[config.mk]
export PLATFORM = sky130hd
export DESIGN_NAME = xbus_cycle_seq
export DESIGN_NICKNAME = d
export VERILOG_FILES = /design/src/rtl/xbus_seq_pkg.sv /design/src/rtl/xbus_seq_timing.sv /design/src/rtl/xbus_seq_ctrl.sv /design/src/rtl/xbus_seq_dp.sv /design/src/rtl/xbus_cycle_seq.sv
export SDC_FILE = /design/constraint.sdc
export NUM_CORES = 1
export LEC_CHECK = 0
export ABC_AREA = 1
export BUFFER_PORTS_ARGS = -buffer_cell sky130_fd_sc_hd__buf_2
export CAP_MARGIN = 20
export CORE_ASPECT_RATIO = 1.25
export CORE_UTILIZATION = 30
export DETAILED_ROUTE_END_ITERATION = 8
export PLACE_DENSITY_LB_ADDON = 0.05
export SYNTH_ARGS = -nofsm -noshare
export SYNTH_HDL_FRONTEND = slang
export SYNTH_SLANG_ARGS = --single-unit
[constraint.sdc]
create_clock -name clk2x -period 2.25 [get_ports clk2x]
set_clock_uncertainty 0.1 [all_clocks]
set_input_delay 0.1125 -clock clk2x [delete_from_list [all_inputs] [get_ports clk2x]]
set_output_delay 0.1125 -clock clk2x [all_outputs]
set_load 0.05 [all_outputs]
[src/rtl/xbus_seq_pkg.sv]
package xbus_seq_pkg;

  localparam logic [1:0] KIND_FETCH = 2'd0;
  localparam logic [1:0] KIND_READ  = 2'd1;
  localparam logic [1:0] KIND_WRITE = 2'd2;
  localparam logic [1:0] KIND_READ2 = 2'd3;

  typedef enum logic [2:0] {
    PH_IDLE   = 3'd0,
    PH_ALE    = 3'd1,
    PH_SETUP  = 3'd2,
    PH_STROBE = 3'd3,
    PH_HOLD   = 3'd4
  } phase_e;

  // Strobes from the controller to the datapath.
  typedef struct packed {
    phase_e     phase;
    logic [1:0] kind;
    logic       loadReq;
    logic       capture;
  } seq_ctrl_t;

endpackage

[src/rtl/xbus_seq_timing.sv]
module xbus_seq_timing #(
  parameter int LEN_W = 4
) (
  input  logic             useAle,
  input  logic             aleWide,
  input  logic [1:0]       aleTotal,
  input  logic [1:0]       strobeCode,
  output logic [LEN_W-1:0] aleLen,
  output logic [LEN_W-1:0] strobeLen
);

  logic [LEN_W-1:0] totalLen;
  logic [LEN_W-1:0] aleShare;

  always_comb begin
    aleLen   = aleWide ? LEN_W'(3) : LEN_W'(1);
    totalLen = LEN_W'({aleTotal, 1'b0}) + LEN_W'(4);
    aleShare = totalLen - aleLen - LEN_W'(1);
    if (useAle) begin
      strobeLen = (aleShare == '0) ? LEN_W'(1) : aleShare;
    end else begin
      strobeLen = LEN_W'({strobeCode, 1'b0}) + LEN_W'(2);
    end
  end

endmodule

[src/rtl/xbus_seq_ctrl.sv]
module xbus_seq_ctrl
  import xbus_seq_pkg::*;
#(
  parameter int LEN_W  = 4,
  parameter int HOLD_W = 3,
  parameter int CNT_W  = 4
) (
  input  logic              clk2x,
  input  logic              rstN,
  input  logic              reqValid,
  input  logic [1:0]        reqKind,
  input  logic              reqUseAle,
  input  logic [LEN_W-1:0]  aleLen,
  input  logic [LEN_W-1:0]  strobeLen,
  input  logic [HOLD_W-1:0] holdLen,
  input  logic              waitIn,
  output logic              reqReady,
  output logic              doneOut,
  output seq_ctrl_t         ctl
);

  phase_e            phase;
  logic [CNT_W-1:0]  cnt;
  logic [1:0]        curKind;
  logic [LEN_W-1:0]  pendStrobe;
  logic [HOLD_W-1:0] pendHold;
  logic              doneQ;

  logic lastHalf;
  logic strobeEnd;
  logic burstSlot;
  logic accept;

  assign lastHalf  = (cnt == CNT_W'(1));
  assign strobeEnd = (phase == PH_STROBE) && lastHalf && !waitIn;
  assign burstSlot = strobeEnd && (curKind == KIND_FETCH);
  assign reqReady  = (phase == PH_IDLE) ||
                     (burstSlot && (reqKind == KIND_FETCH) && !reqUseAle);
  assign accept    = reqValid && reqReady;

  always_ff @(posedge clk2x or negedge rstN) begin
    if (!rstN) begin
      phase      <= PH_IDLE;
      cnt        <= '0;
      curKind    <= KIND_FETCH;
      pendStrobe <= '0;
      pendHold   <= '0;
      doneQ      <= 1'b0;
    end else begin
      doneQ <= 1'b0;
      unique case (phase)
        PH_IDLE: begin
          if (accept) begin
            curKind    <= reqKind;
            pendStrobe <= strobeLen;
            pendHold   <= holdLen;
            if (reqUseAle) begin
              phase <= PH_ALE;
              cnt   <= CNT_W'(aleLen);
            end else if (reqKind == KIND_WRITE) begin
              phase <= PH_SETUP;
              cnt   <= CNT_W'(1);
            end else begin
              phase <= PH_STROBE;
              cnt   <= CNT_W'(strobeLen);
            end
          end
        end
        PH_ALE: begin
          if (lastHalf) begin
            phase <= PH_SETUP;
            cnt   <= CNT_W'(1);
          end else begin
            cnt <= cnt - CNT_W'(1);
          end
        end
        PH_SETUP: begin
          phase <= PH_STROBE;
          cnt   <= CNT_W'(pendStrobe);
        end
        PH_STROBE: begin
          if (!lastHalf) begin
            cnt <= cnt - CNT_W'(1);
          end else if (!waitIn) begin
            if (accept) begin
              // burst continuation: strobe stays high
              doneQ      <= 1'b1;
              curKind    <= reqKind;
              pendStrobe <= strobeLen;
              pendHold   <= holdLen;
              cnt        <= CNT_W'(strobeLen);
            end else if ((curKind == KIND_WRITE) && (pendHold != '0)) begin
              phase <= PH_HOLD;
              cnt   <= CNT_W'(pendHold);
            end else begin
              phase <= PH_IDLE;
              doneQ <= 1'b1;
            end
          end
        end
        PH_HOLD: begin
          if (lastHalf) begin
            phase <= PH_IDLE;
            doneQ <= 1'b1;
          end else begin
            cnt <= cnt - CNT_W'(1);
          end
        end
        default: phase <= PH_IDLE;
      endcase
    end
  end

  assign doneOut     = doneQ;
  assign ctl.phase   = phase;
  assign ctl.kind    = curKind;
  assign ctl.loadReq = accept;
  assign ctl.capture = strobeEnd && (curKind != KIND_WRITE);

endmodule

[src/rtl/xbus_seq_dp.sv]
module xbus_seq_dp
  import xbus_seq_pkg::*;
#(
  parameter int ADDR_W = 16,
  parameter int DATA_W = 16
) (
  input  logic              clk2x,
  input  logic              rstN,
  input  seq_ctrl_t         ctl,
  input  logic [ADDR_W-1:0] reqAddr,
  input  logic [DATA_W-1:0] reqWrData,
  input  logic [DATA_W-1:0] dataIn,
  output logic              aleOut,
  output logic              psenOut,
  output logic              rdOut,
  output logic              wrOut,
  output logic [ADDR_W-1:0] addrOut,
  output logic              addrOe,
  output logic [DATA_W-1:0] dataOut,
  output logic              dataOe,
  output logic [DATA_W-1:0] readData
);

  logic [ADDR_W-1:0] addrQ;
  logic [DATA_W-1:0] wrDataQ;
  logic [DATA_W-1:0] rdDataQ;
  logic              busy;
  logic              strobePh;

  always_ff @(posedge clk2x or negedge rstN) begin
    if (!rstN) begin
      addrQ   <= '0;
      wrDataQ <= '0;
      rdDataQ <= '0;
    end else begin
      if (ctl.loadReq) begin
        addrQ   <= reqAddr;
        wrDataQ <= reqWrData;
      end
      if (ctl.capture) begin
        rdDataQ <= dataIn;
      end
    end
  end

  assign busy     = (ctl.phase != PH_IDLE);
  assign strobePh = (ctl.phase == PH_STROBE);

  assign aleOut   = (ctl.phase == PH_ALE);
  assign psenOut  = strobePh && (ctl.kind == KIND_FETCH);
  assign rdOut    = strobePh && ((ctl.kind == KIND_READ) || (ctl.kind == KIND_READ2));
  assign wrOut    = strobePh && (ctl.kind == KIND_WRITE);
  assign addrOut  = addrQ;
  assign addrOe   = busy;
  assign dataOut  = wrDataQ;
  assign dataOe   = busy && (ctl.kind == KIND_WRITE);
  assign readData = rdDataQ;

endmodule

[src/rtl/xbus_cycle_seq.sv]
module xbus_cycle_seq
  import xbus_seq_pkg::*;
#(
  parameter int ADDR_W = 16,
  parameter int DATA_W = 16,
  parameter int HOLD_W = 3
) (
  input  logic              clk2x,
  input  logic              rstN,
  input  logic              reqValid,
  output logic              reqReady,
  input  logic [1:0]        reqKind,
  input  logic              reqUseAle,
  input  logic [ADDR_W-1:0] reqAddr,
  input  logic [DATA_W-1:0] reqWrData,
  input  logic              cfgAleWide,
  input  logic [1:0]        cfgAleTotal,
  input  logic [1:0]        cfgStrobeCode,
  input  logic [HOLD_W-1:0] cfgWrHold,
  input  logic              waitIn,
  input  logic [DATA_W-1:0] dataIn,
  output logic              aleOut,
  output logic              psenOut,
  output logic              rdOut,
  output logic              wrOut,
  output logic [ADDR_W-1:0] addrOut,
  output logic              addrOe,
  output logic [DATA_W-1:0] dataOut,
  output logic              dataOe,
  output logic              doneOut,
  output logic [DATA_W-1:0] readData
);

  localparam int LEN_W = 4;
  localparam int CNT_W = (HOLD_W > LEN_W) ? HOLD_W : LEN_W;

  logic [LEN_W-1:0] aleLen;
  logic [LEN_W-1:0] strobeLen;
  seq_ctrl_t        ctl;

  xbus_seq_timing #(.LEN_W(LEN_W)) u_timing (
    .useAle     (reqUseAle),
    .aleWide    (cfgAleWide),
    .aleTotal   (cfgAleTotal),
    .strobeCode (cfgStrobeCode),
    .aleLen     (aleLen),
    .strobeLen  (strobeLen)
  );

  xbus_seq_ctrl #(.LEN_W(LEN_W), .HOLD_W(HOLD_W), .CNT_W(CNT_W)) u_ctrl (
    .clk2x     (clk2x),
    .rstN      (rstN),
    .reqValid  (reqValid),
    .reqKind   (reqKind),
    .reqUseAle (reqUseAle),
    .aleLen    (aleLen),
    .strobeLen (strobeLen),
    .holdLen   (cfgWrHold),
    .waitIn    (waitIn),
    .reqReady  (reqReady),
    .doneOut   (doneOut),
    .ctl       (ctl)
  );

  xbus_seq_dp #(.ADDR_W(ADDR_W), .DATA_W(DATA_W)) u_dp (
    .clk2x     (clk2x),
    .rstN      (rstN),
    .ctl       (ctl),
    .reqAddr   (reqAddr),
    .reqWrData (reqWrData),
    .dataIn    (dataIn),
    .aleOut    (aleOut),
    .psenOut   (psenOut),
    .rdOut     (rdOut),
    .wrOut     (wrOut),
    .addrOut   (addrOut),
    .addrOe    (addrOe),
    .dataOut   (dataOut),
    .dataOe    (dataOe),
    .readData  (readData)
  );

endmodule

# After elaboration in Yosys (flattened, before gate mapping)
# Cells that the tools add are included.
[classes]
addsub = 5
n_eq_ne = 19
mux = 41
n_reduce_logical = 27
[op_table]
columns = ["op", "n"]
rows = [
  ["$mux W4", 14],
  ["$mux W3", 11],
  ["$pmux W4 S5", 1],
  ["$pmux W3 S5", 1],
  ["$logic_and A1 B1 Y1", 12],
  ["$ne A2 B2 Y1 const B", 5],
  ["$mux W2", 4],
  ["$pmux W4 S2", 1],
  ["$sub A4 B1 Y4 const B", 2],
  ["$eq A2 B2 Y1 const B", 3],
  ["$eq A3 B2 Y1 const B", 2],
  ["$mux W1", 6],
  ["$ne A2 B1 Y1 const B", 3],
  ["$pmux W3 S2", 1],
  ["$reduce_and A6 Y1", 1],
  ["$reduce_bool A3 Y1", 2],
  ["$reduce_and A5 Y1", 1],
  ["$reduce_bool A5 Y1", 1],
  ["$add A3 B2 Y4 const B", 1],
  ["$add A3 B3 Y4 const B", 1],
  ["$eq A4 B1 Y1 const B", 1],
  ["$logic_not A2 Y1", 2],
  ["$logic_not A4 Y1", 1],
  ["$ne A4 B4 Y1 const B", 1],
  ["other kinds (12)", 14],
]
[word_totals]
register_bits = 65
input_bits = 63
out_inout_bits = 56
elab_cells = 101

# Depth between registers and ports, before layout
# Gate-level depths: netlist (run 1).
[depth]
word_depth = 12
depth_mapped = 13
mapped_depth_nobuf = 13

# By module
# Synthesis (run 1) repeated with hierarchy kept, for this count alone.
[unflattened]
cells_unflattened = 417
hier_area_um2 = 3422.0
[modules_own_cells]
columns = ["module", "n_inst", "cells_each", "area_each_um2", "seq_area_each_um2"]
rows = [
  ["xbus_seq_dp", 1, 215, 2084.5, 1201.2],
  ["xbus_seq_ctrl", 1, 173, 1177.4, 425.4],
  ["xbus_seq_timing", 1, 29, 160.2, 0.0],
]

# Worst setup path before layout (run 1)
# Ideal clock, no wire load.
[synth_timing]
path_type = "flip-flop to flip-flop"
startpoint = "register u_ctrl.phase[2]"
endpoint = "register u_ctrl.cnt[2]"
arrival_ns = 1.948
required_time_ns = 2.034
slack_ns = 0.085
path_stages_with_launch = 11
synth_period_minus_slack_ns = 2.165
cell_sequence = "dfrtp_1 > inv_2 > nand2_1 > nor2_1 > inv_1 > nand4_1 > o21ai_0 > a21oi_1 > nand2_1 > nand2_1 > nand2_1"
[synth_via]
elab_cells_between_ends = 22
cone_classes = "eq/ne: 8; mux: 4; reduce/logical: 10"
[synth_lines]
columns = ["item", "line", "text"]
rows = [
  ["start, declared", "xbus_seq_ctrl.sv:22", "phase_e phase;"],
  ["start signal, assigned", "xbus_seq_ctrl.sv:43", "phase <= PH_IDLE;"],
  ["start signal, assigned", "xbus_seq_ctrl.sv:58", "phase <= PH_ALE;"],
  ["start signal, assigned", "xbus_seq_ctrl.sv:61", "phase <= PH_SETUP;"],
  ["$eq A3 B1 Y1 *", "--", ""],
  ["via aleOut", "xbus_cycle_seq.sv:22", "output logic aleOut,"],
  ["$reduce_bool A5 Y1 (no source line)", "--", ""],
  ["$reduce_and A5 Y1 (no source line)", "--", ""],
  ["end signal, assigned", "xbus_seq_ctrl.sv:59", "cnt <= CNT_W'(aleLen);"],
  ["end signal, assigned", "xbus_seq_ctrl.sv:65", "cnt <= CNT_W'(strobeLen);"],
  ["end signal, assigned", "xbus_seq_ctrl.sv:74", "cnt <= cnt - CNT_W'(1);"],
  ["end, declared", "xbus_seq_ctrl.sv:23", "logic [CNT_W-1:0] cnt;"],
]
# The timed path passes the listed nets; every way through them passes the cells marked *. The select of a mux whose other input is x is not followed.
# A chain may end at the register's enable or synchronous reset.

# Worst setup path after layout (run 1)
[layout_timing]
startpoint = "register u_ctrl.cnt[0]"
endpoint = "output port reqReady"
[layout_via]
elab_chain_len = 7
[layout_rtl]
columns = ["item", "line", "text"]
rows = [
  ["$eq A4 B1 Y1", "xbus_seq_ctrl.sv:34", "assign lastHalf = (cnt == CNT_W'(1));"],
  ["$logic_and A1 B1 Y1 (2 in series)", "xbus_seq_ctrl.sv:35", "assign strobeEnd = (phase == PH_STROBE) && lastHalf && !waitIn;"],
  ["$logic_and A1 B1 Y1", "xbus_seq_ctrl.sv:36", "assign burstSlot = strobeEnd && (curKind == KIND_FETCH);"],
  ["$logic_and A1 B1 Y1 (2 in series)", "xbus_seq_ctrl.sv:38", "(burstSlot && (reqKind == KIND_FETCH) && !reqUseAle);"],
  ["$logic_or A1 B1 Y1", "xbus_seq_ctrl.sv:37", "assign reqReady = (phase == PH_IDLE) ||"],
  ["end, declared", "xbus_cycle_seq.sv:11", "output logic reqReady,"],
]
# Every way passes these cells.

==> summary.txt, run 1 <==
Run status
  – Outcome: complete, no violations

Clock network
  – Largest buffer count on any clock path: 2
  – Master cell of the clock root buffer: sky130_fd_sc_hd__clkbuf_16
  – Post-CTS setup-driven buffer insertion count: 0
  – Clk sink count: 65
  – Total clock buffers created by CTS: 9
  – Depth of the CTS H-tree: 3
  – Count of cells resized by post-cts repair: 0
  – Skew-Pair Late Insertion Delay: 0.32 ns
  – Clock tree from TritonCTS: built
  – Register clock-pin slew on the reported worst setup and hold paths: 0.06 ns

Pwr
  – Net switching power: 0.00366 W
  – Design Power: 0.00746 W
  – Clock share of power: 20.5%
  – Part of the power in combinational logic: 52.4%
  – Leakage power figure: 2.60 nW
  – Largest vdd supply drop: 0.758 mV
  – Share of total power in sequential cells: 27.1%
  – Switching fraction of total power: 49.0%
  – Internal Dissipation: 0.00380 W
  – Pwr Density: 1580 nW/um^2

Setup path
  – Critical path's largest stage delay: 0.46 ns
  – Worst endpoint data arrival time: 1.84 ns
  – Crit-path most repeated cell: sky130_fd_sc_hd__nand3_2
  – Type of element capturing the critical path: output pin
  – Library cell contributing the largest single delay on the critical path: sky130_fd_sc_hd__dfrtp_1
  – Largest fanout on the critical path: 7
  – Minimum setup slack among reg-to-reg paths: 0.23 ns
  – Critical register-to-register path endpoint: u_ctrl.pendHold[1]$_DFFE_PN0P_
  – Worst r2r src: u_ctrl.cnt[0]$_DFFE_PN0P_
  – Path depth of the worst reg2reg path: 8
  – Worst Setup Start Kind: flip-flop
  – Crit-path cells: ha_1 -> nand3_2 -> nor2_8 -> nand3_2 -> nand2_4 -> buf_2
  – Critical setup path kind: reg -> out
  – Required time of the worst setup path: 2.04 ns

Placement
  – Placer Congestion: 0.811
  – IO buf count: 118
  – Post-Place Cell Area: 3840 um^2
  – Sum of net half-perimeters after detailed placement: 5840 um

Logic synthesis
  – Cells taking the most area after synthesis: sky130_fd_sc_hd__dfrtp_1, sky130_fd_sc_hd__nand2_1, sky130_fd_sc_hd__mux2_4
  – Yosys top cell by area: sky130_fd_sc_hd__dfrtp_1
  – Synthesized net count: 414
  – Unique masters post-synth: 33
  – Ys Warns: 0
  – Average cell area after synthesis: 9.02 um^2
  – Sequential-to-total area share from yosys stat: 52.3%
  – Synth Instances: 345
  – Post-Synthesis Cell Area: 3110 um^2
  – Number of storage elements in the synthesis netlist: 65
  – Fraction of post-synthesis cell area in the top cell type by area: 52.3%

Floorplan
  – Starting utilization of the core area: 30.8%
  – Die height: 116 um
  – Die Area: 10800 um^2
  – Count of boundary I/O pins: 119
  – CORE AREA: 10100 um^2
  – Number of placement rows: 41
  – Width of the chip: 93.1 um

STA
  – Tightest Pin Transition: 0.614 ns
  – Total Neg Setup Slack: 0 ns
  – Final Hold Vio Count: 0
  – RSZ-0062 raised after global routing: false
  – Highest attainable clock frequency: 0.486 GHz
  – Worst max-slew margin expressed relative to the limit: 59.0%
  – Fin crit period: 2.06 ns
  – Number of max-slew violations in the final report: 0
  – Fin crit share: 91.4%
  – Number of setup violations in the final report: 0

Global route
  – Overall routing resource usage: 16.6%
  – Remaining Overflow, GRT: 0
  – Via count of the first global-routing pass: 2931
  – Number of antenna violations at the first check in global routing: 0
  – Wire length of the first global-routing pass: 13800 um
  – Largest net degree at the start of global routing: 41

Cells and area
  – ANT cells: 0
  – Post-Route Utilization: 46.6%
  – Share of cells above drive strength 1: 31.9%
  – Area growth from synthesis to layout: 51.3%
  – Cell area after layout: 4710 um^2
  – Final nets: 591
  – Most used cells in the layout excluding fill and tap cells: sky130_fd_sc_hd__nand2_1, sky130_fd_sc_hd__buf_2, sky130_fd_sc_hd__dfrtp_1
  – Most common cell after layout, fill and taps aside: sky130_fd_sc_hd__nand2_1

Route
  – Drt drc: 0
  – Wire per inst: 12.9 um
  – DRC marker count from the first detailed-route iteration: 150
  – Post-Route WL: 8450 um
  – First-pass detailed-route iteration total: 4
  – Vias per Instance: 4.39
  – Number of antenna-violating nets in the routed design: 0
  – Vias post-DR: 2879

Hold path
  – Type of the most critical hold path: in -> reg
  – Startpoint of the most critical hold path: reqValid
  – Hold Path Stages: 3
  – Hold endpoint: u_ctrl.pendStrobe[0]$_DFFE_PN0P_

Run
  – # Max-Cap Violations: 0
==> sequential cells by signal (all words and copies together), names as in the netlist <==
name	flops
u_ctrl.cnt	4
u_ctrl.curKind	2
u_ctrl.doneOut	1
u_ctrl.pendHold	3
u_ctrl.pendStrobe	4
u_ctrl.phase	3
u_dp.addrOut	16
u_dp.dataOut	16
u_dp.readData	16
==> final cells by class <==
class | instances | area [um^2]
clock buffer | 11 | 243
clock inverter | 5 | 86.3
fill | 1040 | 5400
inverter | 35 | 136
multi-input combinational | 236 | 1280
sequential | 65 | 1630
tap | 129 | 161
timing repair buffer | 175 | 1180
==> worst max path at each step <==
stage / to / from / slack, ns / depth (start not counted)
after global placement: u_ctrl.pendHold[1]$_DFFE_PN0P_ / u_ctrl.cnt[1]$_DFFE_PN0P_ / 0.28 / 9
after global routing: u_ctrl.curKind[0]$_DFFE_PN0P_ / u_ctrl.cnt[1]$_DFFE_PN0P_ / 0.09 / 10
after floorplan: u_ctrl.cnt[2]$_DFFE_PN0P_ / u_ctrl.phase[2]$_DFFE_PN0P_ / 0.09 / 10
final: reqReady / u_ctrl.cnt[0]$_DFFE_PN0P_ / 0.19 / 6
after detailed placement: u_ctrl.pendHold[1]$_DFFE_PN0P_ / u_ctrl.cnt[0]$_DFFE_PN0P_ / 0.21 / 8
after CTS: reqReady / u_ctrl.cnt[0]$_DFFE_PN0P_ / 0.17 / 6
==> power by group through the flow <==
stage,Clock (W),Combinational [W],Sequential [W]
final,0.00153,0.00391,0.00202
after floorplan,0,0.00160,0.00340
after global routing,0.00162,0.00425,0.00210
after detailed placement,0,0.00388,0.00203
after CTS,0.00157,0.00395,0.00203
after global placement,0,0.00387,0.00203
==> logic make-up (layout without fill, tap and decap cells) <==
family | count (synthesis) | after routing | share of synthesized area (%)
buffers and inverters | 44 | 226 | 6.67
xor gates and xnor gates | 2 | 2 | 0.563
and+or+nand+nor | 181 | 181 | 25.4
adders and majority gates | 6 | 6 | 2.41
muxes | 16 | 16 | 6.99
DFF | 65 | 65 | 52.3
AOI/OAI and AO/OA | 31 | 31 | 5.75
==> cells in the mapped netlist (all sizes together) <==
master,count
a21boi,1
a21oi,8
a22oi,1
buf,8
clkbuf,1
clkinv,1
dfrtp,65
ha,6
inv,34
mux2,16
nand2,139
nand3,13
nand4,2
nor2,23
nor3,2
o211ai,1
o21a,4
o21ai,12
o22ai,3
o31ai,1
or2,2
xor2,2
==> critical path: cells and delay by family (launching register included) <==
kind | cells | cell delay, ns
DFF | 1 | 0.46
adders and majority gates | 1 | 0.20
and+or+nand+nor | 4 | 0.59
buffers and inverters | 1 | 0.27
==> routing by layer <==
metal / GRT usage [%] / routed length [um] / up-vias
met5: 0 / 0 / -
met4: 6.36 / 146 / 0
met3: 3.74 / 391 / 12
met2: 28.3 / 4230 / 79
met1: 20.3 / 3690 / 1350
li1: - / - / 1438
==> stage by stage <==
stage	setup slack (ns)	instances	hold slack, ns
after global placement	0.276	586	0.0692
after detailed placement	0.214	586	0.0744
after floorplan	0.0851	345	-0.283
final	0.193	656	0.105
after CTS	0.175	656	0.0915
after global routing	0.0879	656	0.140
==> what timing repair did <==
| item | CTS | global route |
|---|---|---|
| hold endpoints to repair | 78 | 0 |
| endpoints found under the setup margin | 0 | 0 |
| hold buffers | 54 | 0 |
Power figures use the tool's default switching activity.
==> run 2: changes to the inputs <==
--- a/config.mk
+++ b/config.mk
@@ -8,10 +8,11 @@
 export ABC_AREA = 1
 export BUFFER_PORTS_ARGS = -buffer_cell sky130_fd_sc_hd__buf_2
 export CAP_MARGIN = 20
-export CORE_ASPECT_RATIO = 1.25
+export CORE_ASPECT_RATIO = 0.9
 export CORE_UTILIZATION = 30
 export DETAILED_ROUTE_END_ITERATION = 8
 export PLACE_DENSITY_LB_ADDON = 0.05
+export SETUP_SLACK_MARGIN = 0.05
 export SYNTH_ARGS = -nofsm -noshare
 export SYNTH_HDL_FRONTEND = slang
 export SYNTH_SLANG_ARGS = --single-unit
==> summary.txt, run 2 (synthesized netlist as in run 1, its figures left out) <==
STA
  – Number of max-slew violations in the final report: 0 (unchanged)
  – Fin crit period: 2.03 ns (was 2.06 ns)
  – RSZ-0062 raised after global routing: false (unchanged)
  – Total Neg Setup Slack: 0 ns (unchanged)
  – Final Hold Vio Count: 0 (unchanged)
  – Tightest hold margin: 0.0210 ns (was 0.105 ns)
  – Highest attainable clock frequency: 0.493 GHz (was 0.486 GHz)
  – Fin crit share: 90.1% (was 91.4%)
  – Tightest Pin Transition: 0.427 ns (was 0.614 ns)
  – Worst max-slew margin expressed relative to the limit: 71.3% (was 59.0%)
  – Number of setup violations in the final report: 0 (unchanged)

Route
  – Drt drc: 0 (unchanged)
  – Wire per inst: 12.9 um (about the same)
  – Number of antenna-violating nets in the routed design: 0 (unchanged)
  – Vias post-DR: 2847 (was 2879)
  – DRC marker count from the first detailed-route iteration: 117 (was 150)
  – First-pass detailed-route iteration total: 4 (unchanged)
  – Post-Route WL: 8420 um (was 8450 um)
  – Vias per Instance: 4.35 (was 4.39)

Global route
  – Remaining Overflow, GRT: 0 (unchanged)
  – Via count of the first global-routing pass: 2827 (was 2931)
  – Wire length of the first global-routing pass: 13300 um (was 13800 um)
  – Number of antenna violations at the first check in global routing: 0 (unchanged)
  – Largest net degree at the start of global routing: 66 (was 41)
  – Overall routing resource usage: 16.0% (was 16.6%)

Floorplan
  – Count of boundary I/O pins: 119 (unchanged)
  – Number of placement rows: 34 (was 41)
  – CORE AREA: 9870 um^2 (was 10100 um^2)
  – Width of the chip: 109 um (was 93.1 um)
  – Starting utilization of the core area: 31.5% (was 30.8%)
  – Die Area: 10800 um^2 (about the same)
  – Die height: 98.6 um (was 116 um)

Pwr
  – Clock share of power: 20.2% (was 20.5%)
  – Leakage power figure: 2.60 nW (about the same)
  – Largest vdd supply drop: 0.731 mV (was 0.758 mV)
  – Switching fraction of total power: 49.2% (was 49.0%)
  – Share of total power in sequential cells: 26.8% (was 27.1%)
  – Internal Dissipation: 0.00382 W (was 0.00380 W)
  – Net switching power: 0.00370 W (was 0.00366 W)
  – Pwr Density: 1590 nW/um^2 (was 1580 nW/um^2)
  – Part of the power in combinational logic: 53.0% (was 52.4%)

Cells and area
  – Cell area after layout: 4720 um^2 (was 4710 um^2)
  – Final nets: 593 (was 591)
  – Area growth from synthesis to layout: 51.6% (was 51.3%)
  – Most common cell after layout, fill and taps aside: sky130_fd_sc_hd__nand2_1 (unchanged)
  – Most used cells in the layout excluding fill and tap cells: sky130_fd_sc_hd__nand2_1, sky130_fd_sc_hd__buf_2, sky130_fd_sc_hd__dfrtp_1 (unchanged)
  – ANT cells: 0 (unchanged)
  – Share of cells above drive strength 1: 32.7% (was 31.9%)

Hold path
  – Startpoint of the most critical hold path: reqKind[0] (was reqValid)
  – Hold Path Stages: 3 (unchanged)
  – Type of the most critical hold path: in -> reg (unchanged)
  – Hold endpoint: u_ctrl.curKind[0]$_DFFE_PN0P_ (was u_ctrl.pendStrobe[0]$_DFFE_PN0P_)

Setup path
  – Critical setup path kind: reg -> reg (was reg -> out)
  – Crit-path cells: inv_1 -> ha_1 -> nand3_4 -> nor2_8 -> buf_4 -> inv_2 -> nor2_4 -> nand2_4 -> mux2_4 (was ha_1 -> nand3_2 -> nor2_8 -> nand3_2 -> nand2_4 -> buf_2)
  – Required time of the worst setup path: 2.35 ns (was 2.04 ns)
  – Minimum setup slack among reg-to-reg paths: 0.22 ns (was 0.23 ns)
  – Worst endpoint data arrival time: 2.13 ns (was 1.84 ns)
  – Type of element capturing the critical path: flip-flop (was output pin)
  – Critical register-to-register path endpoint: u_dp.readData[3]$_DFFE_PN0P_ (was u_ctrl.pendHold[1]$_DFFE_PN0P_)
  – Worst Setup Start Kind: flip-flop (unchanged)
  – Path depth of the worst reg2reg path: 9 (was 8)
  – Critical path's largest stage delay: 0.39 ns (was 0.46 ns)
  – Largest fanout on the critical path: 16 (was 7)
  – Library cell contributing the largest single delay on the critical path: sky130_fd_sc_hd__dfrtp_1 (unchanged)
  – Worst r2r src: u_ctrl.cnt[1]$_DFFE_PN0P_ (was u_ctrl.cnt[0]$_DFFE_PN0P_)

Clock network
  – Total clock buffers created by CTS: 9 (unchanged)
  – Clock tree from TritonCTS: built (unchanged)
  – Master cell of the clock root buffer: sky130_fd_sc_hd__clkbuf_16 (unchanged)
  – Skew-Pair Late Insertion Delay: 0.32 ns (about the same)
  – Register clock-pin slew on the reported worst setup and hold paths: 0.06 ns (about the same)
  – Depth of the CTS H-tree: 3 (unchanged)
  – Largest buffer count on any clock path: 2 (unchanged)
  – Clk sink count: 65 (unchanged)

Placement
  – Post-Place Cell Area: 3840 um^2 (about the same)
  – Placer Congestion: 0.837 (was 0.811)
  – Sum of net half-perimeters after detailed placement: 5810 um (was 5840 um)
  – IO buf count: 118 (unchanged)

Run
  – # Max-Cap Violations: 0 (unchanged)

Run status
  – Outcome: complete, no violations (unchanged)
run 2: area by class of cell:
cell class,count,area (um^2)
flip-flops and latches,65,1630
well taps,126,158
inverters,35,136
multi-input cells,236,1290
clock inverters,6,90.1
clock buffers,10,239
repair buffers,177,1180
fillers,933,5150
run 2: how the worst max path moves through the flow:
stage,from,end,cells past startpoint
2_1_floorplan,u_ctrl.phase[2]$_DFFE_PN0P_,u_ctrl.cnt[2]$_DFFE_PN0P_,10
3_3_place_gp,u_ctrl.cnt[0]$_DFFE_PN0P_,u_ctrl.pendHold[1]$_DFFE_PN0P_,8
3_5_place_dp,u_ctrl.cnt[1]$_DFFE_PN0P_,u_ctrl.pendHold[1]$_DFFE_PN0P_,9
4_1_cts,u_ctrl.cnt[1]$_DFFE_PN0P_,u_dp.dataOut[7]$_DFFE_PN0N_,11
5_1_grt,u_ctrl.cnt[1]$_DFFE_PN0P_,u_ctrl.cnt[0]$_DFFE_PN0P_,13
6_report,u_ctrl.cnt[1]$_DFFE_PN0P_,u_dp.readData[3]$_DFFE_PN0P_,9
run 2: metrics by stage:
| step | power (W) | std cells | utilization [%] | setup slack (ns) |
|---|---|---|---|---|
| 3_5_place_dp | 0.00591 | 585 | 38.9 | 0.169 |
| 2_1_floorplan | 0.00500 | 345 | - | 0.0851 |
| 4_1_cts | 0.00754 | 653 | 47.5 | 0.142 |
| 6_report | 0.00752 | 655 | 47.8 | 0.223 |
| 3_3_place_gp | 0.00591 | 585 | 38.9 | 0.212 |
| 5_1_grt | 0.00801 | 655 | 47.8 | 0.0827 |
run 2: worst max-delay path: cells and delay by family (launching register included):
| kind | cells | cell delay [ns] |
|---|---|---|
| and+or+nand+nor | 4 | 0.60 |
| DFF | 1 | 0.39 |
| muxes | 1 | 0.35 |
| buffers and inverters | 3 | 0.26 |
| adders and majority gates | 1 | 0.20 |
run 2: timing repair:
item                       CTS  global route
gates resized for setup      0             2
hold endpoints to repair   116             0
buffers inserted             0             2
setup endpoints to repair    0            45
hold buffers                52             0
run 2: per-layer routing:
| metal | wire length [um] | global-route usage [%] |
|---|---|---|
| met4 | 68 | 4.92 |
| met2 | 3810 | 26.1 |
| met5 | 0 | 0 |
| met1 | 4050 | 20.6 |
| met3 | 491 | 4.30 |
run 2: power groups by stage:
stage	Combinational, W	Sequential [W]	Clock [W]
floorplan	0.00160	0.00340	0
global placement	0.00389	0.00202	0
detailed placement	0.00389	0.00202	0
CTS	0.00397	0.00201	0.00156
global route	0.00433	0.00208	0.00160
finish	0.00398	0.00201	0.00152
